File: src/rtl/burst_seq_pkg.sv
package burst_seq_pkg;

  // Burst ordering latched at load time.
  typedef enum logic {
    ORDER_LINEAR = 1'b0,
    ORDER_INTLV  = 1'b1
  } order_e;

  // Direction of the burst latched at load time.
  typedef enum logic {
    KIND_READ  = 1'b0,
    KIND_WRITE = 1'b1
  } kind_e;

  // Widest low-bit field the helper functions support.
  localparam int unsigned SEQ_MAX_W = 8;

  // Mask of the w least-significant bits.
  function automatic logic [SEQ_MAX_W-1:0] low_mask(input int unsigned w);
    logic [SEQ_MAX_W:0] full;
    full = (SEQ_MAX_W+1)'(1) << w;
    return SEQ_MAX_W'(full - (SEQ_MAX_W+1)'(1));
  endfunction

  // Interleaved order: start bits flipped by the beat number.
  function automatic logic [SEQ_MAX_W-1:0] intlv_low(
    input logic [SEQ_MAX_W-1:0] start,
    input logic [SEQ_MAX_W-1:0] beat,
    input int unsigned          w
  );
    return (start ^ beat) & low_mask(w);
  endfunction

  // Linear order: start plus beat, wrapping at 2^w.
  function automatic logic [SEQ_MAX_W-1:0] linear_low(
    input logic [SEQ_MAX_W-1:0] start,
    input logic [SEQ_MAX_W-1:0] beat,
    input int unsigned          w
  );
    return (start + beat) & low_mask(w);
  endfunction

  // Selects between the two orders.
  function automatic logic [SEQ_MAX_W-1:0] seq_low(
    input logic [SEQ_MAX_W-1:0] start,
    input logic [SEQ_MAX_W-1:0] beat,
    input order_e               ord,
    input int unsigned          w
  );
    return (ord == ORDER_INTLV) ? intlv_low(start, beat, w)
                                : linear_low(start, beat, w);
  endfunction

endpackage

File: src/rtl/burst_strobe_decode.sv
module burst_strobe_decode
  import burst_seq_pkg::*;
(
  input  logic  proc_start_n,
  input  logic  ctrl_start_n,
  input  logic  wr_req_n,
  input  logic  adv_n,
  input  logic  byte_wr_n,
  input  kind_e cur_kind,
  output logic  load_evt,
  output kind_e load_kind,
  output logic  adv_evt
);

  logic proc_load;
  logic ctrl_load;
  logic strobes_idle;
  logic beat_qualified;

  // The read-only strobe has priority over the general strobe.
  assign proc_load = !proc_start_n;
  assign ctrl_load = proc_start_n && !ctrl_start_n;
  assign load_evt  = proc_load || ctrl_load;

  // A write request counts only on a load by the general strobe.
  always_comb begin
    load_kind = KIND_READ;
    if (ctrl_load && !wr_req_n) load_kind = KIND_WRITE;
  end

  // Advances are blocked while either strobe is low.
  assign strobes_idle = proc_start_n && ctrl_start_n;

  // A write beat steps only when its byte strobe is active.
  assign beat_qualified = (cur_kind == KIND_READ) || !byte_wr_n;

  assign adv_evt = strobes_idle && !adv_n && beat_qualified;

endmodule

File: src/rtl/burst_beat_ctr.sv
module burst_beat_ctr #(
  parameter int unsigned BEAT_W = 2
) (
  input  logic              clk,
  input  logic              rst_n,
  input  logic              load_evt,
  input  logic              adv_evt,
  output logic [BEAT_W-1:0] beat_q
);

  localparam logic [BEAT_W-1:0] BEAT_ONE = BEAT_W'(1);

  logic [BEAT_W-1:0] beat_d;

  // A load restarts the burst; an advance steps and wraps naturally.
  always_comb begin
    beat_d = beat_q;
    if (load_evt)     beat_d = '0;
    else if (adv_evt) beat_d = beat_q + BEAT_ONE;
  end

  always_ff @(posedge clk) begin
    if (!rst_n) beat_q <= '0;
    else        beat_q <= beat_d;
  end

endmodule

File: src/rtl/burst_origin_reg.sv
module burst_origin_reg
  import burst_seq_pkg::*;
#(
  parameter int unsigned ADDR_W = 18,
  parameter int unsigned BEAT_W = 2
) (
  input  logic               clk,
  input  logic               rst_n,
  input  logic               load_evt,
  input  logic [ADDR_W-1:0]  start_addr,
  input  order_e             load_order,
  input  kind_e              load_kind,
  output logic [ADDR_W-BEAT_W-1:0] upper_q,
  output logic [BEAT_W-1:0]  start_low_q,
  output order_e             order_q,
  output kind_e              kind_q
);

  localparam int unsigned UPPER_W = ADDR_W - BEAT_W;

  // Everything about the burst is captured once, on the load edge.
  always_ff @(posedge clk) begin
    if (!rst_n) begin
      upper_q     <= '0;
      start_low_q <= '0;
      order_q     <= ORDER_LINEAR;
      kind_q      <= KIND_READ;
    end else if (load_evt) begin
      upper_q     <= start_addr[ADDR_W-1 -: UPPER_W];
      start_low_q <= start_addr[BEAT_W-1:0];
      order_q     <= load_order;
      kind_q      <= load_kind;
    end
  end

endmodule

File: src/rtl/burst_addr_seq.sv
module burst_addr_seq
  import burst_seq_pkg::*;
#(
  parameter int unsigned ADDR_W = 18,
  parameter int unsigned BEAT_W = 2
) (
  input  logic              clk,
  input  logic              rst_n,
  input  logic              proc_start_n,
  input  logic              ctrl_start_n,
  input  logic              wr_req_n,
  input  logic [ADDR_W-1:0] start_addr,
  input  logic              adv_n,
  input  logic              byte_wr_n,
  input  logic              order_sel,
  output logic [ADDR_W-1:0] burst_addr
);

  localparam int unsigned UPPER_W = ADDR_W - BEAT_W;

  // Named internal events, visible to the bound checker.
  logic               load_evt;
  logic               adv_evt;
  kind_e              load_kind;
  kind_e              kind_q;
  order_e             order_q;
  order_e             load_order;
  logic [BEAT_W-1:0]  beat_q;
  logic [BEAT_W-1:0]  start_low_q;
  logic [UPPER_W-1:0] upper_q;
  logic [BEAT_W-1:0]  low_bits;

  assign load_order = order_e'(order_sel);

  burst_strobe_decode u_decode (
    .proc_start_n (proc_start_n),
    .ctrl_start_n (ctrl_start_n),
    .wr_req_n     (wr_req_n),
    .adv_n        (adv_n),
    .byte_wr_n    (byte_wr_n),
    .cur_kind     (kind_q),
    .load_evt     (load_evt),
    .load_kind    (load_kind),
    .adv_evt      (adv_evt)
  );

  burst_beat_ctr #(.BEAT_W(BEAT_W)) u_beat (
    .clk      (clk),
    .rst_n    (rst_n),
    .load_evt (load_evt),
    .adv_evt  (adv_evt),
    .beat_q   (beat_q)
  );

  burst_origin_reg #(.ADDR_W(ADDR_W), .BEAT_W(BEAT_W)) u_origin (
    .clk         (clk),
    .rst_n       (rst_n),
    .load_evt    (load_evt),
    .start_addr  (start_addr),
    .load_order  (load_order),
    .load_kind   (load_kind),
    .upper_q     (upper_q),
    .start_low_q (start_low_q),
    .order_q     (order_q),
    .kind_q      (kind_q)
  );

  // The low-bit path is built per width range that the helpers support.
  generate
    if (BEAT_W <= SEQ_MAX_W) begin : g_low_fn
      logic [SEQ_MAX_W-1:0] low_wide;
      always_comb begin
        low_wide = seq_low(SEQ_MAX_W'(start_low_q), SEQ_MAX_W'(beat_q),
                           order_q, BEAT_W);
      end
      assign low_bits = low_wide[BEAT_W-1:0];
    end else begin : g_low_direct
      assign low_bits = (order_q == ORDER_INTLV) ? (start_low_q ^ beat_q)
                                                 : (start_low_q + beat_q);
    end
  endgenerate

  assign burst_addr = {upper_q, low_bits};

endmodule

File: config.mk
export PLATFORM = sky130hd
export DESIGN_NAME = burst_addr_seq
export DESIGN_NICKNAME = d
export VERILOG_FILES = /design/src/rtl/burst_seq_pkg.sv /design/src/rtl/burst_strobe_decode.sv /design/src/rtl/burst_beat_ctr.sv /design/src/rtl/burst_origin_reg.sv /design/src/rtl/burst_addr_seq.sv
export SDC_FILE = /design/constraint.sdc
export NUM_CORES = 1
export LEC_CHECK = 0
export BUFFER_PORTS_ARGS = -buffer_cell sky130_fd_sc_hd__buf_2
export CELL_PAD_IN_SITES_DETAIL_PLACEMENT = 0
export CELL_PAD_IN_SITES_GLOBAL_PLACEMENT = 1
export CORE_MARGIN = 4
export CORE_UTILIZATION = 29
export CTS_BUF_LIST = sky130_fd_sc_hd__clkbuf_4
export DETAILED_ROUTE_END_ITERATION = 10
export GPL_ROUTABILITY_DRIVEN = 0
export GPL_TIMING_DRIVEN = 0
export PLACE_DENSITY = 0.77
export SYNTH_ARGS = -nofsm -noshare
export SYNTH_HDL_FRONTEND = slang
export SYNTH_SLANG_ARGS = --single-unit
File: constraint.sdc
create_clock -name clk -period 1 [get_ports clk]
set_clock_uncertainty 0.15 [all_clocks]
set_input_delay 0 -clock clk [delete_from_list [all_inputs] [get_ports clk]]
set_output_delay 0 -clock clk [all_outputs]
set_load 0.02 [all_outputs]
# ---- Yosys cells after proc, flatten, opt, wreduce, memory -nomap -nowiden
# Cells that the tools add are included.
dict set report totals {
  out_inout_bits 18
  inputBits 26
  register_bits 22
}
dict set report op_classes {
  n_bitwise 3
  addsub 2
  muxes 2
  n_reduce_logical 13
}
# op count
set op_table {}
lappend op_table {{logical AND 1 bit} 5}
lappend op_table {{zero test 1 bit} 5}
lappend op_table {{adder 2 x 1 -> 2 bit, second input constant} 1}
lappend op_table {{adder 2 bit} 1}
lappend op_table {{logical OR 1 bit} 2}
lappend op_table {{two-way mux 2 bit} 1}
lappend op_table {{inverter 1 bit} 2}
lappend op_table {{OR reduction 2 bit} 1}
lappend op_table {{XOR 2 bit} 1}
lappend op_table {{two-way mux 1 bit} 1}

# ---- Depth between registers and ports, before layout
dict set report depth {
  depth_word 4
  mapped_depth 4
  ltp_nobuf 3
}

# ---- Modules after synthesis
# Synthesis repeated with hierarchy kept, for this count alone.
dict set report hier_totals {
  cells_unflattened 79
  hier_area_um2 903.4
}
# mod seq_area_each_um2 cells_each area_per_inst_um2 n_inst
set by_module_without_submodules {}
lappend by_module_without_submodules {burst_origin_reg 400.4 64 755.7 1}
lappend by_module_without_submodules {burst_beat_ctr 40.0 8 85.1 1}
lappend by_module_without_submodules {burst_addr_seq 0.0 4 36.3 1}
lappend by_module_without_submodules {burst_strobe_decode 0.0 3 26.3 1}

# ---- Worst setup path after synthesis
# OpenSTA, ideal clock, no wires.
dict set report synth_path {
  kind {flip-flop to output port}
  start {register u_beat.beat_q[0]}
  end {output port burst_addr[1]}
  arrival_ps 995
  path_slack_ps -145
  path_buffers 0
  t_required_ps 850
  stages_incl_launch_ff 4
  cell_sequence {dfxtp_1 -> ha_1 -> nor2b_1 -> xnor2_1}
}
dict set report synth_between {
  elab_chain_len 2
}
# item line_no
set synth_rtl {}
lappend synth_rtl {{start: declaration} burst_beat_ctr.sv:8} ;# output logic [BEAT_W-1:0] beat_q
lappend synth_rtl {{start signal: assignment} burst_beat_ctr.sv:24} ;# else beat_q <= beat_d;
lappend synth_rtl {{adder 2 bit} burst_seq_pkg.sv:40} ;# return (start + beat) & low_mask(w);
lappend synth_rtl {{two-way mux 2 bit} burst_seq_pkg.sv:50} ;# return (ord == ORDER_INTLV) ? intlv_low(start, beat, w)
lappend synth_rtl {{end: declaration} burst_addr_seq.sv:16} ;# output logic [ADDR_W-1:0] burst_addr
# No other way between the ends.

# ---- Final worst setup path
dict set report layout_path {
  start {register u_origin.start_low_q[0]}
  end {output port burst_addr[1]}
}
dict set report layout_between {
  elab_chain_len 2
}
# item line_no
set layout_rtl {}
lappend layout_rtl {{start: declaration} burst_origin_reg.sv:14} ;# output logic [BEAT_W-1:0] start_low_q,
lappend layout_rtl {{start signal: assignment} burst_origin_reg.sv:30} ;# start_low_q <= start_addr[BEAT_W-1:0];
lappend layout_rtl {{adder 2 bit} burst_seq_pkg.sv:40}
lappend layout_rtl {{two-way mux 2 bit} burst_seq_pkg.sv:50}
# No other way between the ends.

==> metrics.md <==
| Metric | Value |
|---|---|
| Status | complete, but fails checks |
| Failing checks | negative hold slack, negative setup slack |
| Area share of the leading cell type in the synthesized netlist | 0.502 |
| Diode count | 0 |
| Htree depth | 1 |
| Seq. cell area | 459 sq um |
| Logic pwr share | 0.237 |
| TritonCTS buffer count | 3 |
| Yosys reg bits | 22 |
| DIE HEIGHT | 63.0 um |
| Final Hold Slack | -133 ps |
| Setup violators final | 23 |
| Buf/Inv on CP | 1 |
| Post-synthesis cell area | 877 sq um |
| Syn Inst Count | 100 |
| CP max FO | 2 |
| CP Data Arrival Time | 1250 ps |
| CP Launch Point | u_origin.start_low_q[0] |
| Max_slew headroom | 0.761 |
| IO Pins | 44 |
| DRT Pass-1 Iters | 3 |
| Final #Nets | 205 |
| Data required time of the worst path | 850 ps |
| Most instantiated cells after synthesis | nand2_1 (40), dfxtp_1 (22), a21boi_1 (17) |
| VDD IR max | 0.531 mV |
| Number of enable flip-flop cells after synthesis | 0 |
| Worst-path clk slew | 120 ps |
| Min Tclk post-route | 1400 ps |
| Max-cap violations | 0 |
| CTS root buf | clkbuf_4 |
| Slowest cell on crit path | dfxtp_2 |
| Clock buffer depth | 2 |
| Placed cell area | 1160 sq um |
| Layout cells sized above 1 | 0.435 |
| Port Buffers | 43 |
| Core area | 2830 sq um |
| Most frequent cell after synthesis | nand2_1 |
| RSZ-0062 raised after global routing | true |
| Final WS setup | -396 ps |
| Synth top area cells | dfxtp_1 (50%), nand2_1 (17%), a21boi_1 (15%) |
| Family with the most delay on the worst path | flip-flops |
| Yosys warns | 0 |
| CP Capture Type | primary output |
| Max Slew Vio Count | 0 |
| Switch Pwr | 479 uW |
| Clock network power share | 0.227 |
| Register area share after synthesis | 0.502 |
| Final Hold Fails | 3 |
| Crit Path Category | reg2out |
| DRT iter0 DRCs | 24 |
| Post-route ant nets | 0 |
| Int Power | 1.32 mW |
| Area delta synth->final | 80.5% |
| Die area | 3970 sq um |
| DR vias | 928 |
| Largest net degree at the start of global routing | 13 |
| Grt ovf | 0 |
| FFs w/ async S/R, synth | 0 |
| Vias in the first global route | 870 |
| WL per Instance | 10.9 um |
| Fmax | 716 MHz |
| CP startpoint kind | flip-flop |
| Initial antenna violation count | 0 |
| P_leak | 0.738 nW |
| Path type of the worst min-delay path | in2reg |
| Die X | 63.0 um |
| Final Cycle Share | 1.40 |
| Final HPWL DP | 1580 um |
| Final Cell Area | 1580 sq um |
| Post-synth cell types | 19 |
| Syn avg cell area | 8.77 sq um |
| Gr usage total | 0.115 |
| Worst path max stage delay | 370 ps |
| Tot Pwr | 1.80 mW |
| Via density | 4.46 |
| Hold Path Origin | byte_wr_n |
| Core Rows | 19 |
| First-pass GRT wire length | 3680 um |
| Util after Layout | 0.559 |
| Syn_nets | 127 |
| Register share of total power | 0.535 |
| Post-route non-filler standard cell count | 208 |
| Worst slew pin tran | 358 ps |
| Switching share of total power | 0.266 |
| CTS tree | done |
| Placed cells | 174 |
| Area of the multi-input gates | 465 sq um |
| Ys flop type | dfxtp_1 |
| Setup TNS | -2330 ps |
| Initial Util | 0.310 |
| TritonCTS Sinks | 22 |
| PwrDens | 1140 nW/um^2 |
| # DRC | 0 |
| R2R Path Start | u_beat.beat_q[0] |
| Filler Cells Inserted | 253 |
| Drt total wl | 2270 um |
| Post-synth top area cell | dfxtp_1 |
| Clk Latency, worst-skew pair | 300 ps |
| Critical Path, Cell by Cell | ha_4 -> nor2b_4 -> xnor2_4 -> buf_6 |
==> final timing paths <==
| path | endpoint | depth (start not counted) | slack [ps] |
|---|---|---|---|
| worst min-delay path | u_beat.beat_q[1] | 4 | -130 |
| worst max register to register | u_beat.beat_q[0] | 3 | -20 |
| worst max-delay path | burst_addr[1] | 4 | -400 |
| worst min register to register | u_origin.upper_q[9] | 2 | 300 |
==> flip-flops by register name, indices dropped and copies added, names as in the netlist <==
register,count
u_beat.beat_q,2
u_origin.kind_q,1
u_origin.upper_q,16
u_origin.start_low_q,2
u_origin.order_q,1
==> layout make-up <==
cell class	count	area share
timing repair buffer	73	0.351
multi-input combinational	73	0.294
clock inverter	1	0.00237
buffer	5	0.0237
clock buffer	3	0.0142
tap	31	0.0245
sequential	22	0.290
==> per-layer routing <==
metal,GRT usage,routed length (um)
met5,0,0
met4,0.0496,8
met3,0.0414,157
met2,0.202,1100
met1,0.124,1010
==> power groups by stage <==
| stage | combinational, mW | sequential (mW) | clock, mW |
|---|---|---|---|
| floorplan | 0.128 | 1.02 | 0 |
| global placement | 0.291 | 0.969 | 0 |
| detailed placement | 0.298 | 0.971 | 0 |
| CTS | 0.388 | 0.955 | 0.437 |
| global route | 0.464 | 0.971 | 0.476 |
| finish | 0.427 | 0.964 | 0.409 |
==> timing repair <==
action                                 CTS  global route
setup buffers                            1             4
gates resized for setup                 10            32
endpoints found under the hold margin   22             7
pin swaps                                3             3
hold buffers                            24             3
setup endpoints to repair                4            40
==> stage by stage <==
| stage | hold WS (ps) | worst slack (ps) |
|---|---|---|
| floorplan | -10.8 | 2.53 |
| global placement | 94.5 | -140 |
| detailed placement | 99.1 | -183 |
| CTS | -145 | -418 |
| global route | -118 | -465 |
| finish | -133 | -396 |
==> cell families (layout without fill, tap and decap cells) <==
logic type,after synthesis,in the layout,synth area share
flip-flops,22,22,0.502
AO/OA/AOI/OAI,21,21,0.174
AND/OR/NAND/NOR,47,47,0.230
buffers and inverters,5,82,0.0385
adder cells (fa/ha/maj),1,1,0.0143
multiplexers,1,1,0.0114
XOR/XNOR,3,3,0.0300
==> worst register-to-register path, stage by stage, from the launching register on <==
cell and delay, ps:
dfxtp_2 360, buf_4 140, xor2_1 130, and3_1 160
==> cell usage in the layout, fill, tap and decap left out, drive strengths merged <==
cell type and count:
nor2b 1, nand3b 1, clkbuf 5, o21ai 1, a21oi 1, xor2 1
a21boi 19, dlygate4sd3 25, buf 51, dfxtp 22, nand2 41, and2 1
xnor2 2, mux2i 1, and3 2, nand3 1, clkinv 1, ha 1
No activity file was read; power rests on OpenSTA's default activity.
